`src/rtl/nest_irq_ctrl.sv`:
```
module nest_irq_ctrl #(
  parameter int NUM_SRC = 14,
  parameter int DEPTH = 4,
  parameter logic [15:0] VEC_TOP = 16'hFFFE,
  localparam int IDXW = (NUM_SRC > 1) ? $clog2(NUM_SRC) : 1
) (
  input  logic               clk,
  input  logic               rst_n,
  input  logic [NUM_SRC-1:0] irq_req,
  input  logic               insn_end,
  input  logic               trap_req,
  input  logic               reti,
  input  logic               prio_we,
  input  logic [IDXW-1:0]    prio_addr,
  input  logic [1:0]         prio_wdata,
  input  logic               mask_we,
  input  logic [1:0]         mask_wdata,
  output logic               ack,
  output logic [NUM_SRC-1:0] grant,
  output logic [15:0]        vec_addr,
  output logic [1:0]         mask,
  output logic               err
);
  localparam int DW = $clog2(DEPTH + 1);

  function automatic logic [1:0] lvl_of(input logic [1:0] code);
    case (code)
      2'b10:   return 2'd0;
      2'b01:   return 2'd1;
      2'b00:   return 2'd2;
      default: return 2'd3;
    endcase
  endfunction

  logic [1:0]      prio_q [NUM_SRC];
  logic [1:0]      stk_q  [DEPTH];
  logic [DW-1:0]   depth_q;
  logic            rst_pend_q;

  logic            found;
  logic [IDXW-1:0] best_idx;
  logic [1:0]      best_lvl;
  logic [1:0]      cur_lvl;

  assign cur_lvl = lvl_of(mask);

  always_comb begin
    found    = 1'b0;
    best_idx = '0;
    best_lvl = '0;
    for (int i = 0; i < NUM_SRC; i++) begin
      if (irq_req[i] && lvl_of(prio_q[i]) > cur_lvl &&
          (!found || lvl_of(prio_q[i]) > best_lvl)) begin
        found    = 1'b1;
        best_idx = IDXW'(i);
        best_lvl = lvl_of(prio_q[i]);
      end
    end
  end

  logic take_trap, take_irq, do_push, stk_full, stk_empty;
  assign take_trap = !rst_pend_q && !reti && insn_end && trap_req;
  assign take_irq  = !rst_pend_q && !reti && insn_end && !trap_req && found;
  assign do_push   = take_trap || take_irq;
  assign stk_full  = (depth_q == DW'(DEPTH));
  assign stk_empty = (depth_q == '0);

  always_ff @(posedge clk or negedge rst_n) begin
    if (!rst_n) begin
      for (int i = 0; i < NUM_SRC; i++) prio_q[i] <= 2'b11;
      for (int k = 0; k < DEPTH; k++) stk_q[k] <= 2'b11;
      depth_q    <= '0;
      rst_pend_q <= 1'b1;
      mask       <= 2'b11;
      err        <= 1'b0;
      ack        <= 1'b0;
      grant      <= '0;
      vec_addr   <= '0;
    end else begin
      ack   <= 1'b0;
      grant <= '0;
      if (prio_we && int'(prio_addr) < NUM_SRC)
        prio_q[prio_addr] <= prio_wdata;
      if (rst_pend_q) begin
        rst_pend_q <= 1'b0;
        ack        <= 1'b1;
        vec_addr   <= VEC_TOP;
      end else if (reti) begin
        if (stk_empty) begin
          err <= 1'b1;
        end else begin
          mask <= stk_q[0];
          for (int k = 0; k < DEPTH - 1; k++) stk_q[k] <= stk_q[k+1];
          depth_q <= depth_q - 1'b1;
        end
      end else if (do_push) begin
        ack <= 1'b1;
        if (take_trap) begin
          mask     <= 2'b11;
          vec_addr <= VEC_TOP - 16'd2;
        end else begin
          mask            <= prio_q[best_idx];
          grant[best_idx] <= 1'b1;
          vec_addr        <= VEC_TOP - 16'd4 - 16'({best_idx, 1'b0});
        end
        stk_q[0] <= mask;
        for (int k = 1; k < DEPTH; k++) stk_q[k] <= stk_q[k-1];
        if (stk_full) err <= 1'b1;
        else depth_q <= depth_q + 1'b1;
      end else if (mask_we) begin
        mask <= mask_wdata;
      end
    end
  end
endmodule

```
`config.mk`:
```
export PLATFORM = sky130hd
export DESIGN_NAME = nest_irq_ctrl
export DESIGN_NICKNAME = d
export VERILOG_FILES = /design/src/rtl/nest_irq_ctrl.sv
export SDC_FILE = /design/constraint.sdc
export NUM_CORES = 1
export LEC_CHECK = 0
export ABC_AREA = 1
export BUFFER_PORTS_ARGS = -buffer_cell sky130_fd_sc_hd__buf_2
export CAP_MARGIN = 25
export CORE_UTILIZATION = 55
export CTS_CLUSTER_SIZE = 10
export DETAILED_ROUTE_END_ITERATION = 8
export GPL_TIMING_DRIVEN = 0
export HOLD_SLACK_MARGIN = 0.02
export PLACE_DENSITY = 0.76
export SYNTH_ARGS = -nofsm -noshare
export SYNTH_HDL_FRONTEND = slang
export SYNTH_SLANG_ARGS = --single-unit
```
`constraint.sdc`:
```
create_clock -name clk -period 17.5 [get_ports clk]
set_clock_uncertainty 0.15 [all_clocks]
set_input_delay 2.625 -clock clk [delete_from_list [all_inputs] [get_ports clk]]
set_output_delay 2.625 -clock clk [all_outputs]
set_load 0.1 [all_outputs]
```
Word-level counts from Yosys, hierarchy flattened --
Index checks and enable logic that the tools add are counted.
Operators by class: equal/unequal tests 35, mux-type cells 90, reduce and logical (&&, ||, !) cells 91, add/sub/neg operators 3, shifts and indexed selects 0, multipliers 0, $lt $le $gt $ge 33, div/mod/pow operators 0, bitwise logic cells 4
Operator list (count):
- 2-bit case mux with 3 select lines | 15
- 16-bit 2-to-1 mux | 4
- 14-bit 2-to-1 mux | 4
- 2-bit greater-than comparator | 27
- 4-bit 2-to-1 mux | 12
- 2-bit 2-to-1 mux | 21
- 1-bit logical AND | 35
- 2-bit by 1-bit == test with 1-bit output (second input constant) | 15
- 2-bit == test (second input constant) | 15
- 2-bit zero test | 15
- 28-bit bitwise mux | 1
- 1-bit 2-to-1 mux | 23
- 1-bit zero test | 16
- 1-bit logical OR | 14
- 3-bit 2-to-1 mux | 4
- 6-bit 2-to-1 mux | 2
- 5-bit >= comparator (second input constant) | 2
- 4-bit NOT with 5-bit output | 2
- 3-bit AND reduction | 3
- 2-bit binary-select mux with 4-bit select | 1
- 2-bit demux with 4-bit select | 1
- 8-bit 2-to-1 mux | 1
- 4-bit AND reduction | 2
- 4-bit by 6-bit subtractor with 7-bit output (first input constant) | 1
- 15 further kinds | 20
Word-level totals: RAM bits 0, memories kept 0, bits of input ports 29, ROM bits 0, bits in latches 0, word-level logic and storage cells 281, flip-flop bits (word level) 74

Longest topological paths before layout --
word-level depth 65, depth in mapped cells 123, mapped depth without buffers 123

Least setup slack after synthesis --
Ideal clock, no wire load.
kind input to register, start point input port irq_req[0], end point register vec_addr[4], data arrival time 15.032 ns, required time 17.229 ns, setup slack 2.197 ns, cell stages on the path 111, path buffers 0, cell sequence nand2_2 -> a21oi_2 -> nand2_1 -> ha_1 -> inv_1 -> o21bai_1 -> nand2_1 -> nand2_1 -> nand3_1 -> nand2_1 -> o21ai_1 -> ha_1 -> inv_1 -> nor2_1 -> o21ai_0 -> nand2_1 -> nand2_2 -> nand2_1 -> (+75 left out) -> o21ai_0 -> nand2_2 -> nand2_4 -> or2_2 -> nand2_1 -> ha_1 -> inv_1 -> nor2_1 -> o21ai_0 -> nand2_1 -> nand2_4 -> inv_1 -> nor2_1 -> o21ai_0 -> ha_1 -> xnor2_1 -> o22ai_1 -> inv_1
Between the ends: longest elaborated chain between the ends 59, elaborated cells between the ends (all ways) 102, those cells by class add/sub: 1; order compare: 13; mux: 44; reduce/logical: 44
Ends and longest elaborated chain:
- start, declared | line 9 | input logic [NUM_SRC-1:0] irq_req,
- 1-bit logical AND * | line 52 | if (irq_req[i] && lvl_of(prio_q[i]) > cur_lvl &&
- 2-bit 2-to-1 mux / 1-bit 2-to-1 mux (equally long branches) | line 52
- 2-bit greater-than comparator / 1-bit zero test (equally long branches) | line 53 | (!found || lvl_of(prio_q[i]) > best_lvl)) begin
- 1-bit logical OR | line 53
- 1-bit logical AND | line 52
- 2-bit 2-to-1 mux / 1-bit 2-to-1 mux (equally long branches) | line 52
- 2-bit greater-than comparator / 1-bit zero test (equally long branches) | line 53
- 1-bit logical OR | line 53
- (+43 left out)
- 1-bit logical OR | line 53
- 1-bit logical AND | line 52
- 4-bit 2-to-1 mux | line 52
- 4-bit by 6-bit subtractor with 7-bit output | line 104 | vec_addr <= VEC_TOP - 16'd4 - 16'({best_idx, 1'b0});
- 16-bit 2-to-1 mux | line 98 | if (take_trap) begin
- 16-bit 2-to-1 mux | line 96 | end else if (do_push) begin
- 16-bit 2-to-1 mux | line 88 | end else if (reti) begin
- 16-bit 2-to-1 mux | line 84 | if (rst_pend_q) begin
- end signal, assigned | line 100 | vec_addr <= VEC_TOP - 16'd2;
- end signal, assigned | line 104
- end, declared | line 20 | output logic [15:0] vec_addr,
Mark *: on every way between the ends. The rest lies on a longest branch, timed or not. The select of a mux whose other input is x is not followed. A chain may end at the register's enable or synchronous reset.

Worst setup path in the final report --
start point input port irq_req[0], end point register mask[1]
Between the ends: longest elaborated chain between the ends 61, elaborated cells between the ends (all ways) 104, those cells by class order compare: 13; mux: 46; bitwise: 1; reduce/logical: 44
Ends and longest elaborated chain:
- 1-bit logical AND * | line 52
- 2-bit 2-to-1 mux / 1-bit 2-to-1 mux (equally long branches) | line 52
- 2-bit greater-than comparator / 1-bit zero test (equally long branches) | line 53
- 1-bit logical OR | line 53
- 1-bit logical AND | line 52
- 2-bit 2-to-1 mux / 1-bit 2-to-1 mux (equally long branches) | line 52
- 2-bit greater-than comparator / 1-bit zero test (equally long branches) | line 53
- 1-bit logical OR | line 53
- (+44 left out)
- 1-bit logical AND | line 52
- 4-bit 2-to-1 mux | line 52
- 4-bit NOT with 5-bit output (implied by the code) | line 102 | mask <= prio_q[best_idx];
- 2-bit binary-select mux with 4-bit select | line 102
- 2-bit 2-to-1 mux (implied by the code) (2 in series) | line 102
- 2-bit 2-to-1 mux | line 98
- 2-bit 2-to-1 mux | line 96
- 2-bit 2-to-1 mux | line 88
- end signal, assigned | line 92 | mask <= stk_q[0];
- end signal, assigned | line 102
- end signal, assigned | line 111 | mask <= mask_wdata;
- end, declared | line 21 | output logic [1:0] mask,
Marks and branches as above.

==> metrics.md <==
| Metric | Value |
|---|---|
| CTS tree | `yes` |
| Final Max Slew Viols | `0` |
| R2R Path End | `mask[1]` |
| CP Data Required Time | `17.65 ns` |
| Mux share of post-synthesis cell area | `0%` |
| Main flop type after synthesis | `dfstp_2` |
| I/O pins | `between 60 and 70` |
| Adder-cell share of the synthesized area | `between 10% and 20%` |
| Post-route minimum period | `around 16 ns` |
| WL/cell | `around 14 um` |
| Die area | `10500 um2` |
| Clock Latency Late Sink | `about 0.35 ns` |
| #FFs+latches synth | `64` |
| Iter 0 DRT Violations | `roughly 210` |
| Ys Warns | `0` |
| Fraction of registers with async set or reset after synthesis | `100%` |
| Register area share after synthesis | `29.8%` |
| Slowest library cell on the worst path | `or2_2` |
| Final setup violation count | `0` |
| Worst-path fanout max | `10` |
| Rows | `36` |
| Initial Util | `between 50% and 60%` |
| Critical Path End Type | `flip-flop` |
| Commonest cells in the netlist | `193 x nand2_1, 107 x inv_1, 85 x ha_1` |
| Internal reg-to-reg setup slack | `roughly 1.7 ns` |
| Hold crit path type | `reg2reg` |
| Main combinational cell family by area after synthesis | `simple AND/OR/NAND/NOR gates` |
| First-pass GRT wire length | `between 20000 and 25000 um` |
| Vias/cell | `5.27` |
| Vias | `5157` |
| Max cap viols | `0` |
| Slowest stage delay, CP | `between 0.3 and 0.4 ns` |
| Antenna diodes | `0` |
| Cells after synthesis | `approximately 760` |
| Area contributors post-synth | `ha_1 19%, dfstp_2 18%, nand2_1 13%, dfrtp_1 11%, inv_1 7.2%` |
| Clock transition at path regs | `0.08 ns` |
| Hold Fails Final Rpt | `0` |
| Area of the multi-input gates | `3410 um2` |
| Worst Hold End | `vec_addr[5]` |
| Complex-gate fraction of the synthesized area | `under 10%` |
| R2R Path Start | `mask[0]` |
| Fin crit share | `92.5%` |
| CTS buffer count | `9` |
| Xor/xnor share of the synthesized area | `less than 1%` |
| Register Area | `roughly 1700 um2` |
| Nature of the critical path startpoint | `primary input` |
| GRT Overall Usage | `between 20% and 30%` |
| Setup TNS | `0 ns` |
| Cell accounting for the most synthesized area | `ha_1` |
| Filler instances | `between 800 and 900` |
| Min-Delay Path Depth | `1` |
| Post-synth top area share | `19.2%` |
| Die Y | `just over 100 um` |
| Worst Max-Slew Pin Slew | `approximately 0.74 ns` |
| CP Class | `in2reg` |
| Count leader, synth | `nand2_1` |
| R2R depth | `116` |
| Vias in the first global route | `about 4.8k` |
| Arr. time, crit path | `approximately 16 ns` |
| Global-route congestion overflow total | `0` |
| CTS sink cnt | `64` |
| DRC | `0` |
| Syn Std Cell Area | `roughly 5500 um2` |
| Syn avg cell area | `roughly 7.3 um2` |
| IO Port Bufs | `60` |
| Die X | `102 um` |
| Outcome | `finished, final reports clean` |
| Antenna violations before repair | `0` |
| CP most frequent cell | `nand2_1` |
| Core area | `~9800 um2` |
| Final WL | `approximately 14000 um` |
| DP HPWL | `~10000 um` |
| Ratio of cells with drive above 1 in the final layout | `a little under a quarter` |
| Unrepaired setup endpoints after global routing | `yes` |
| Area delta synth->final | `15.0%` |
| Max Fclk | `0.0618 GHz` |
| Routability cong. | `between 0.9 and 1` |
| Hold_sp | `vec_addr[5]` |
| Distinct cells, synth | `38` |
| EDFF count, synth | `0` |
| Pre-antenna DRT Iters | `5` |
| H-tree Lvls | `3` |
| Nets | `around 960` |
| Clock Path Buffers | `2` |
| Synth Area in Simple Gates | `between 30 and 40%` |
| Worst slew margin | `50.6%` |
| Antenna-violating nets left | `0` |
| Largest net degree at the start of global routing | `40` |
| Root buffer cell | `clkbuf_8` |
## registers in the layout, summed over array words and instances (netlist names)
name	flops
rst_pend_q	1
stk_q	8
err	1
grant	14
mask	2
ack	1
depth_q	3
vec_addr	6
prio_q	28
## cell families (layout without fill, tap and decap cells)
kind of cell,Yosys count,count (layout)
AND/OR/NAND/NOR,381,381
buffers and inverters,131,214
AO/OA/AOI/OAI,94,94
adder cells (fa/ha/maj),86,86
flip-flops,64,64
XOR/XNOR,4,4
other,1,2
## through the flow
step	std cells	utilization (%)	instance area [um2]	hold WS [ns]	setup WS, ns
2_1_floorplan	762	-	5550	0.314	2.20
3_3_place_gp	955	61.6	6020	0.299	0.801
3_5_place_dp	956	61.8	6040	0.301	0.311
4_1_cts	972	64.1	6260	0.319	0.642
5_1_grt	978	65.3	6380	0.334	-0.0611
6_report	978	65.3	6380	0.318	1.32
## worst max-delay path by stage
stage	from	endpoint	slack [ns]	cells after the start
after CTS	irq_req[0]	mask[1]	0.64	112
after floorplan	irq_req[0]	vec_addr[4]	2.20	111
after detailed placement	irq_req[0]	mask[1]	0.31	112
after global placement	irq_req[0]	mask[1]	0.80	112
final	irq_req[0]	mask[1]	1.32	113
after global routing	irq_req[0]	mask[1]	-0.06	113
## final cells by class
type                       instances  share of cell area [%]
multi-input combinational        567                    53.4
sequential                        64                    25.9
inverter                         114                    6.71
timing repair buffer              67                    5.92
tap                              133                    2.61
buffer                            17                    1.96
clock buffer                       9                    1.94
clock inverter                     7                    1.61
## repair_timing
| action | 4_1_cts | 5_1_grt |
|---|---|---|
| setup buffers | 0 | 6 |
| hold buffers | 0 | 0 |
| resized for setup | 0 | 20 |
| setup endpoints to repair | 0 | 20 |
## critical path, delay by kind of cell
| family | cells | cell delay (ns) |
|---|---|---|
| buf+inv | 15 | 1.04 |
| simple gates | 66 | 7.08 |
| compound gates | 19 | 2.15 |
| fa+ha+maj | 13 | 3.42 |
## routing by layer
layer	routed length (um)	vias up	GRT usage, %
li1	-	2593	-
met1	5840	2418	32.6
met3	451	31	2.74
met5	0	-	0
met4	316	0	10.5
met2	6910	115	46.4
## placed cells by master (no fill, tap or decap), drive strengths merged, types with 5 or more instances in the layout
cell type / count
nand2: 208
dfrtp: 25
buf: 81
clkbuf: 12
o21ai: 68
nand3: 59
and2: 8
inv: 115
ha: 85
or2: 10
nor3: 5
nand4: 8
a21oi: 21
dfstp: 39
nor2: 74
Power is left out: the tool's default activity adds up to more than one toggle a clock period on the data nets, which glitch-free logic cannot reach.
